==> config.mk <==
export PLATFORM = sky130hd
export DESIGN_NAME = skew_normalizer
export DESIGN_NICKNAME = d
export VERILOG_FILES = /design/src/rtl/nrm_pkg.sv /design/src/rtl/nrm_skew_reduce.sv /design/src/rtl/nrm_divider.sv /design/src/rtl/nrm_adj_store.sv /design/src/rtl/skew_normalizer.sv
export SDC_FILE = /design/constraint.sdc
export NUM_CORES = 1
export LEC_CHECK = 0
export BUFFER_PORTS_ARGS = -buffer_cell sky130_fd_sc_hd__buf_2
export CORE_ASPECT_RATIO = 0.5
export CORE_UTILIZATION = 50
export DETAILED_ROUTE_END_ITERATION = 10
export PLACE_DENSITY = 0.74
export SYNTH_ARGS = -nofsm -noshare
export SYNTH_HDL_FRONTEND = slang
export SYNTH_HIERARCHICAL = 1
export SYNTH_SLANG_ARGS = --single-unit
export TNS_END_PERCENT = 50
==> constraint.sdc <==
create_clock -name clk -period 21.4 [get_ports clk]
set_input_delay 1.07 -clock clk [delete_from_list [all_inputs] [get_ports clk]]
set_output_delay 1.07 -clock clk [all_outputs]
set_load 0.01 [all_outputs]
==> src/rtl/nrm_pkg.sv <==
package nrm_pkg;

  typedef enum logic {
    NRM_IDLE = 1'b0,
    NRM_DIV  = 1'b1
  } nrm_state_e;

endpackage

==> src/rtl/nrm_skew_reduce.sv <==
module nrm_skew_reduce #(
  parameter int NBIT  = 8,
  parameter int RES_W = 5
) (
  input  logic                  lock_i,
  input  logic [NBIT*RES_W-1:0] raw_i,
  input  logic [NBIT-1:0]       fail_i,
  output logic [NBIT*RES_W-1:0] norm_o,
  output logic [RES_W-1:0]      max_o,
  output logic [RES_W-1:0]      min_o
);

  localparam logic [RES_W-1:0] RES_TOP = '1;

  logic [RES_W-1:0] eff [NBIT];
  logic [RES_W-1:0] mx, mn;

  // effective value: failed bits pinned to the top code
  always_comb begin
    for (int i = 0; i < NBIT; i++) begin
      eff[i] = fail_i[i] ? RES_TOP : raw_i[i*RES_W +: RES_W];
    end
  end

  // running extremes; minimum sees passing bits only
  always_comb begin
    mx = '0;
    mn = RES_TOP;
    for (int i = 0; i < NBIT; i++) begin
      if (eff[i] > mx) mx = eff[i];
      if (!fail_i[i] && eff[i] < mn) mn = eff[i];
    end
  end

  always_comb begin
    norm_o = '0;
    max_o  = '0;
    min_o  = '0;
    if (lock_i) begin
      max_o = mx;
      min_o = mn;
      for (int i = 0; i < NBIT; i++) begin
        norm_o[i*RES_W +: RES_W] = eff[i] - mn;
      end
    end
  end

endmodule

==> src/rtl/nrm_divider.sv <==
module nrm_divider #(
  parameter int NUM_W = 16,
  parameter int DEN_W = 5
) (
  input  logic             clk,
  input  logic             rst,
  input  logic             go_i,
  input  logic [NUM_W-1:0] num_i,
  input  logic [DEN_W-1:0] den_i,
  output logic             done_o,
  output logic [NUM_W-1:0] quot_o
);

  localparam int CNT_W = $clog2(NUM_W + 1);
  localparam logic [CNT_W-1:0] CNT_LOAD = CNT_W'(NUM_W);

  logic [CNT_W-1:0] cnt_q;
  logic             busy_q;
  logic [NUM_W-1:0] quo_q;
  logic [DEN_W-1:0] rem_q;
  logic [DEN_W-1:0] den_q;
  logic [DEN_W:0]   shifted;
  logic [DEN_W:0]   diff;
  logic             take;

  always_comb begin
    shifted = {rem_q, quo_q[NUM_W-1]};
    diff    = shifted - {1'b0, den_q};
    take    = (shifted >= {1'b0, den_q});
  end

  always_ff @(posedge clk) begin
    if (rst) begin
      cnt_q  <= '0;
      busy_q <= 1'b0;
      quo_q  <= '0;
      rem_q  <= '0;
      den_q  <= '0;
      done_o <= 1'b0;
    end else begin
      done_o <= 1'b0;
      if (go_i) begin
        quo_q  <= num_i;
        rem_q  <= '0;
        den_q  <= den_i;
        cnt_q  <= CNT_LOAD;
        busy_q <= 1'b1;
      end else if (busy_q) begin
        quo_q <= {quo_q[NUM_W-2:0], take};
        rem_q <= take ? diff[DEN_W-1:0] : shifted[DEN_W-1:0];
        cnt_q <= cnt_q - 1'b1;
        if (cnt_q == CNT_W'(1)) begin
          busy_q <= 1'b0;
          done_o <= 1'b1;
        end
      end
    end
  end

  assign quot_o = quo_q;

  // partial remainder always stays below the divisor while iterating
  p_rem_below_div_r6: assert property (@(posedge clk) disable iff (rst)
    busy_q |-> (rem_q < den_q));

  // completion is a single strobe
  p_done_single_r10: assert property (@(posedge clk) disable iff (rst)
    done_o |=> !done_o);

endmodule

==> src/rtl/nrm_adj_store.sv <==
module nrm_adj_store #(
  parameter int DEPTH = 36,
  parameter int AW    = 6,
  parameter int DW    = 4
) (
  input  logic          clk,
  input  logic          rst,
  input  logic          we_i,
  input  logic [AW-1:0] waddr_i,
  input  logic [DW-1:0] wdata_i,
  input  logic [AW-1:0] raddr_i,
  output logic [DW-1:0] rdata_o
);

  logic [DW-1:0] mem [DEPTH];

  always_ff @(posedge clk) begin
    if (rst) begin
      for (int i = 0; i < DEPTH; i++) mem[i] <= '0;
    end else if (we_i && (int'(waddr_i) < DEPTH)) begin
      mem[waddr_i] <= wdata_i;
    end
  end

  always_ff @(posedge clk) begin
    if (rst) begin
      rdata_o <= '0;
    end else if (int'(raddr_i) < DEPTH) begin
      rdata_o <= mem[raddr_i];
    end else begin
      rdata_o <= '0;
    end
  end

  // a write lands in the table by the next read of the same entry
  p_write_visible_r8: assert property (@(posedge clk) disable iff (rst)
    (we_i && (int'(waddr_i) < DEPTH) && raddr_i == waddr_i) ##1 (raddr_i == $past(raddr_i))
      |=> (rdata_o == $past(wdata_i, 2)));

endmodule

==> src/rtl/skew_normalizer.sv <==
module skew_normalizer #(
  parameter int NBIT    = 8,
  parameter int RES_W   = 5,
  parameter int NLANE   = 9,
  parameter int NCS     = 4,
  parameter int LANE_W  = 4,
  parameter int CS_W    = 2,
  parameter int DL_W    = 6,
  parameter int TAP_W   = 10,
  parameter int TYP_TAP = 14
) (
  input  logic                      clk,
  input  logic                      rst,
  input  logic                      start_i,
  input  logic                      tx_mode_i,
  input  logic                      lock_i,
  input  logic [LANE_W-1:0]         lane_i,
  input  logic [CS_W-1:0]           cs_i,
  input  logic [NBIT*RES_W-1:0]     raw_i,
  input  logic [NBIT-1:0]           bit_fail_i,
  input  logic [DL_W-1:0]           dl_max_i,
  input  logic [DL_W-1:0]           dl_min_i,
  input  logic [TAP_W-1:0]          tap_period_i,
  output logic                      valid_o,
  output logic                      fail_o,
  output logic [NBIT*RES_W-1:0]     norm_o,
  output logic [RES_W-2:0]          dqs_tx_o,
  output logic [RES_W-2:0]          dqs_rx_o,
  output logic [DL_W+TAP_W-1:0]     tap_delay_o
);

  import nrm_pkg::*;

  localparam int NUM_W = DL_W + TAP_W;
  localparam int ADJ_W = RES_W - 1;
  localparam int DEPTH = NLANE * NCS;
  localparam int AW    = (DEPTH > 1) ? $clog2(DEPTH) : 1;
  localparam logic [NUM_W-1:0] TYP_Q = NUM_W'(TYP_TAP);

  // ---------------- reduction of the raw results
  logic [NBIT*RES_W-1:0] norm_c;
  logic [RES_W-1:0]      smax_c, smin_c;

  nrm_skew_reduce #(.NBIT(NBIT), .RES_W(RES_W)) u_reduce (
    .lock_i (lock_i),
    .raw_i  (raw_i),
    .fail_i (bit_fail_i),
    .norm_o (norm_c),
    .max_o  (smax_c),
    .min_o  (smin_c)
  );

  // ---------------- span, product, entry index
  logic [DL_W-1:0]  span_c;
  logic [NUM_W-1:0] prod_c;
  logic [AW-1:0]    addr_c;

  always_comb begin
    span_c = (dl_max_i > dl_min_i) ? (dl_max_i - dl_min_i) : '0;
    prod_c = NUM_W'(span_c) * NUM_W'(tap_period_i);
    addr_c = AW'(int'(lane_i) * NCS + int'(cs_i));
  end

  // ---------------- captured run context
  nrm_state_e            state_q;
  logic [NBIT*RES_W-1:0] norm_q;
  logic [RES_W-1:0]      den_q;
  logic [ADJ_W-1:0]      adj_q;
  logic [NUM_W-1:0]      num_q;
  logic [AW-1:0]         addr_q;
  logic                  mode_q;
  logic                  fail_q;
  logic                  go_q;

  logic                  div_done;
  logic [NUM_W-1:0]      div_quot;
  logic [RES_W-1:0]      div_den;
  logic [ADJ_W-1:0]      rx_rd;
  logic                  store_we;

  always_comb begin
    div_den  = (den_q == '0) ? RES_W'(1) : den_q;
    store_we = (state_q == NRM_DIV) && div_done && !mode_q;
  end

  always_ff @(posedge clk) begin
    if (rst) begin
      state_q <= NRM_IDLE;
      norm_q  <= '0;
      den_q   <= '0;
      adj_q   <= '0;
      num_q   <= '0;
      addr_q  <= '0;
      mode_q  <= 1'b0;
      fail_q  <= 1'b0;
      go_q    <= 1'b0;
    end else begin
      go_q <= 1'b0;
      case (state_q)
        NRM_IDLE: begin
          if (start_i) begin
            logic [RES_W-1:0] spread;
            spread  = smax_c - smin_c;
            norm_q  <= norm_c;
            den_q   <= spread;
            adj_q   <= ADJ_W'(spread >> 1);
            num_q   <= prod_c;
            addr_q  <= addr_c;
            mode_q  <= tx_mode_i;
            fail_q  <= !lock_i;
            go_q    <= 1'b1;
            state_q <= NRM_DIV;
          end
        end
        NRM_DIV: begin
          if (div_done) state_q <= NRM_IDLE;
        end
        default: state_q <= NRM_IDLE;
      endcase
    end
  end

  // ---------------- tap estimate divider
  nrm_divider #(.NUM_W(NUM_W), .DEN_W(RES_W)) u_div (
    .clk    (clk),
    .rst    (rst),
    .go_i   (go_q),
    .num_i  (num_q),
    .den_i  (div_den),
    .done_o (div_done),
    .quot_o (div_quot)
  );

  // ---------------- kept receive adjustments
  nrm_adj_store #(.DEPTH(DEPTH), .AW(AW), .DW(ADJ_W)) u_store (
    .clk     (clk),
    .rst     (rst),
    .we_i    (store_we),
    .waddr_i (addr_q),
    .wdata_i (adj_q),
    .raddr_i (addr_q),
    .rdata_o (rx_rd)
  );

  // ---------------- registered results
  always_ff @(posedge clk) begin
    if (rst) begin
      valid_o     <= 1'b0;
      fail_o      <= 1'b0;
      norm_o      <= '0;
      dqs_tx_o    <= '0;
      dqs_rx_o    <= '0;
      tap_delay_o <= '0;
    end else begin
      valid_o <= 1'b0;
      if (state_q == NRM_DIV && div_done) begin
        valid_o     <= 1'b1;
        fail_o      <= fail_q;
        norm_o      <= norm_q;
        dqs_tx_o    <= mode_q ? adj_q : '0;
        dqs_rx_o    <= mode_q ? rx_rd : '0;
        tap_delay_o <= (den_q == '0) ? TYP_Q : div_quot;
      end
    end
  end

  // ---------------- assertions
  p_valid_pulse_r10: assert property (@(posedge clk) disable iff (rst)
    valid_o |=> !valid_o);

  p_busy_ignore_r10: assert property (@(posedge clk) disable iff (rst)
    (state_q == NRM_DIV && start_i) |=> ($stable(norm_q) && $stable(addr_q) && $stable(mode_q)));

  p_unlocked_zero_r4: assert property (@(posedge clk) disable iff (rst)
    (valid_o && fail_o) |-> (norm_o == '0 && dqs_tx_o == '0 && tap_delay_o == TYP_Q));

  p_rx_quiet_r8: assert property (@(posedge clk) disable iff (rst)
    (valid_o && !mode_q) |-> (dqs_tx_o == '0 && dqs_rx_o == '0));

  p_typical_r7: assert property (@(posedge clk) disable iff (rst)
    (valid_o && den_q == '0) |-> (tap_delay_o == TYP_Q));

  p_adj_bound_r5: assert property (@(posedge clk) disable iff (rst)
    (valid_o && mode_q) |-> (dqs_tx_o == ADJ_W'(den_q >> 1)));

endmodule

==> key figures <==
Outcome
  • Status: complete, no violations

Routing
  • Via density: 5.80
  • Drt initial violations: 1,365
  • Via count: about 18,000
  • Wirelength per Cell: roughly 18 um
  • Antenna Violating Nets Remaining: 0
  • Post-Route WL: 55.3 mm
  • # DRC: 0
  • Pre-Repair DR Iteration Count: 7

GRT
  • M1 GR Usage: 0.342
  • Grt met3 use: 0.0296
  • Largest net degree at the start of global routing: 100
  • GR Overflow Total: 0
  • Met2 track demand over resource: 0.395
  • Vias in the first global route: about 17,000
  • First-pass GRT wire length: 87.8 mm
  • Top Usage Layer GRT: met2
  • Tot GR Track Use: 0.243
  • Initial antenna violation count: 1

Floorplan
  • Die height: around 150 um
  • Core Area: about 43,000 um2
  • Die footprint: between 40,000 and 50,000 um2
  • Initial Util: 0.513
  • Row count: 53
  • Die width: ~300 um
  • I/O pins: 147

Run
  • Max-cap viol count: 0

Critical path
  • Critical path class: in2reg
  • Setup crit start kind: input port
  • Req. time, crit path: approximately 22 ns
  • Crit path top cell by count: ha_1
  • CP max stage delay: just over 0.7 ns
  • CP max-delay cell: a31oi_1
  • Critical path endpoint category: flop
  • CP Max Fanout: 9
  • Critical path arrival: 15.81 ns

Timing
  • # setup viols final: 0
  • Worst-margin pin slew: between 1 and 1.5 ns
  • Fmax: about 65 MHz
  • Final hold slack: approximately 0.45 ns
  • Final min period: 15.36 ns
  • Final worst clock skew: 0.0116 ns
  • Final period utilization: 0.718
  • Setup TNS: 0 ns
  • RSZ-0062 raised after global routing: false
  • Fin. max-slew vios: 0
  • Fin. Hold Viols: 0
  • Max-slew headroom: 0.258

Clock network
  • Worst skew pair latency: roughly 0.53 ns
  • Resized Gates After CTS: 0
  • Clock-pin slew on the worst setup and hold paths: about 0.06 ns
  • Depth of the CTS H-tree: 2
  • Clk sinks: about 330
  • CTS Buffer Depth: 3
  • Clock root buffer: clkbuf_16
  • Total CTS buffers: 34
  • Postcts setup bufs: 0
  • Hold buffers post-CTS: 0
  • CTS tree: yes

Place
  • HPWL Detailed: 39.3 mm
  • Port-buffer cells: around 150
  • GPL Wtd Cong: slightly above 0.9
  • Placed cell count: a little under 3,000

Layout
  • Most common cell after layout, fill and taps aside: nand2_1
  • Area Overhead vs Synth: 9.47%
  • Commonest cells after routing, fill and taps aside: 263 x nand2_1, 205 x nor2_1, 201 x a21oi_1
  • Util after Layout: 0.561
  • # diodes: 0
  • Layout Nets: roughly 2,700
  • Post-Layout Cell Count: around 3,000
  • Share of cells above drive strength 1: 0.139
  • Fill cells: between 3,000 and 4,000

Power
  • PwrDens: around 120 nW/um2
  • Leak pwr: 10.2 nW
  • Worst IR Drop VDD: 0.0000884 V

Logic synthesis
  • Synth unique cells: 113
  • Mapped Avg Cell Area: roughly 9 um2
  • Ys Warns: 6
  • Ys async rst share: 0
  • Sequential fraction of the synthesis area: 0.380
  • Synth Instances: 2,368
  • Synth Flop Type: dfxtp_1
  • Flops & latches, synth: approximately 330
  • Post-synth EDFFs: 160
  • Synthesized cell area: ~22,000 um2

Min path
  • Worst Hold Class: reg2reg
[cell usage after synthesis (all sizes together) (12+ instances only)]
| cell type | instances | area [um2] |
|---|---|---|
| a211oi | 30 | 278 |
| a21o | 51 | 384 |
| a21oi | 203 | 1030 |
| a22o | 19 | 166 |
| a31oi | 21 | 131 |
| and2 | 50 | 313 |
| and3 | 151 | 946 |
| buf | 30 | 251 |
| clkbuf | 120 | 452 |
| dfxtp | 174 | 3480 |
| edfxtp | 160 | 4800 |
| fa | 37 | 741 |
| ha | 115 | 1440 |
| inv | 132 | 495 |
| mux2 | 27 | 330 |
| mux2i | 86 | 886 |
| mux4 | 21 | 473 |
| nand2 | 265 | 1010 |
| nand2b | 12 | 75.1 |
| nand3 | 40 | 200 |
| nor2 | 209 | 810 |
| nor2b | 22 | 138 |
| nor3 | 58 | 307 |
| o21a | 23 | 173 |
| o21ai | 50 | 250 |
| o22ai | 15 | 134 |
| or2 | 32 | 200 |
| or3 | 14 | 87.6 |
| xnor2 | 32 | 280 |
| xor2 | 12 | 105 |
[per-stage QoR]
stage               worst slack (ns)  power [mW]  instance area (um2)
CTS                             6.22        2.75                23900
detailed placement              5.70        2.20                22900
floorplan                       7.57        1.88                21900
finish                          6.04        2.77                23900
global route                    4.71        2.96                23900
global placement                6.14        2.18                22900
[flip-flops by register name (all words and copies together) (netlist names), 4 cells and up]
signal	count
u_store/mem	160
norm_q	40
tap_delay_o	16
norm_o	40
den_q	5
u_div/den_q	5
dqs_rx_o	4
u_div/cnt_q	5
num_q	16
u_div/rem_q	5
dqs_tx_o	4
u_div/quot_o	16
u_store/rdata_o	4
addr_q	6
[worst paths after layout]
kind	start	end	slack, ns	cells past startpoint
setup / recovery	bit_fail_i[1]	norm_q[39]$_SDFFE_PP0P_	6.04	61
hold reg to reg	dqs_tx_o[3]$_SDFFE_PP0P_	dqs_tx_o[3]$_SDFFE_PP0P_	0.45	2
setup reg to reg	addr_q[0]$_SDFFE_PP0P_	u_store/mem[9][2]$_SDFFCE_PN0P_	18.67	4
hold / removal	dqs_tx_o[3]$_SDFFE_PP0P_	dqs_tx_o[3]$_SDFFE_PP0P_	0.45	2
[report_power, final]
part	switching [mW]	internal [mW]
logic	0.867	0.610
registers	0.0261	0.719
clock network	0.243	0.303
[cell families after synthesis]
group | after synthesis | synth area share
compound gates | 510 | 0.161
xor+xnor | 44 | 0.0177
fa+ha+maj | 154 | 0.101
buf+inv | 283 | 0.0552
flops | 334 | 0.380
mux | 134 | 0.0775
other cells | 1 | 0.000172
simple gates | 908 | 0.207
[routing by layer]
layer / part of all wire / routed length [um] / vias up
li1: - / - / 8586
met4: 0.024 / 1330 / 2
met1: 0.46 / 25400 / 8398
met5: 0.000072 / 4 / -
met2: 0.46 / 25300 / 575
met3: 0.060 / 3310 / 82
[cell type report]
class,instances,area [um2],share of cell area
multi-input combinational,1766,12400,0.520
sequential,334,8290,0.347
timing repair buffer,172,932,0.0391
clock buffer,47,913,0.0383
tap,577,722,0.0303
inverter,133,499,0.0209
clock inverter,14,93.8,0.00393
[worst max-delay path: cells and delay by family]
| family | cells | cell delay (ns) |
|---|---|---|
| AO/OA/AOI/OAI | 27 | 6.68 |
| XOR/XNOR | 1 | 0.11 |
| adder cells (fa/ha/maj) | 9 | 2.34 |
| buffers and inverters | 3 | 0.36 |
| multiplexers | 3 | 1.17 |
| AND/OR/NAND/NOR | 18 | 4.01 |
No activity file was read; power rests on OpenSTA's default activity.
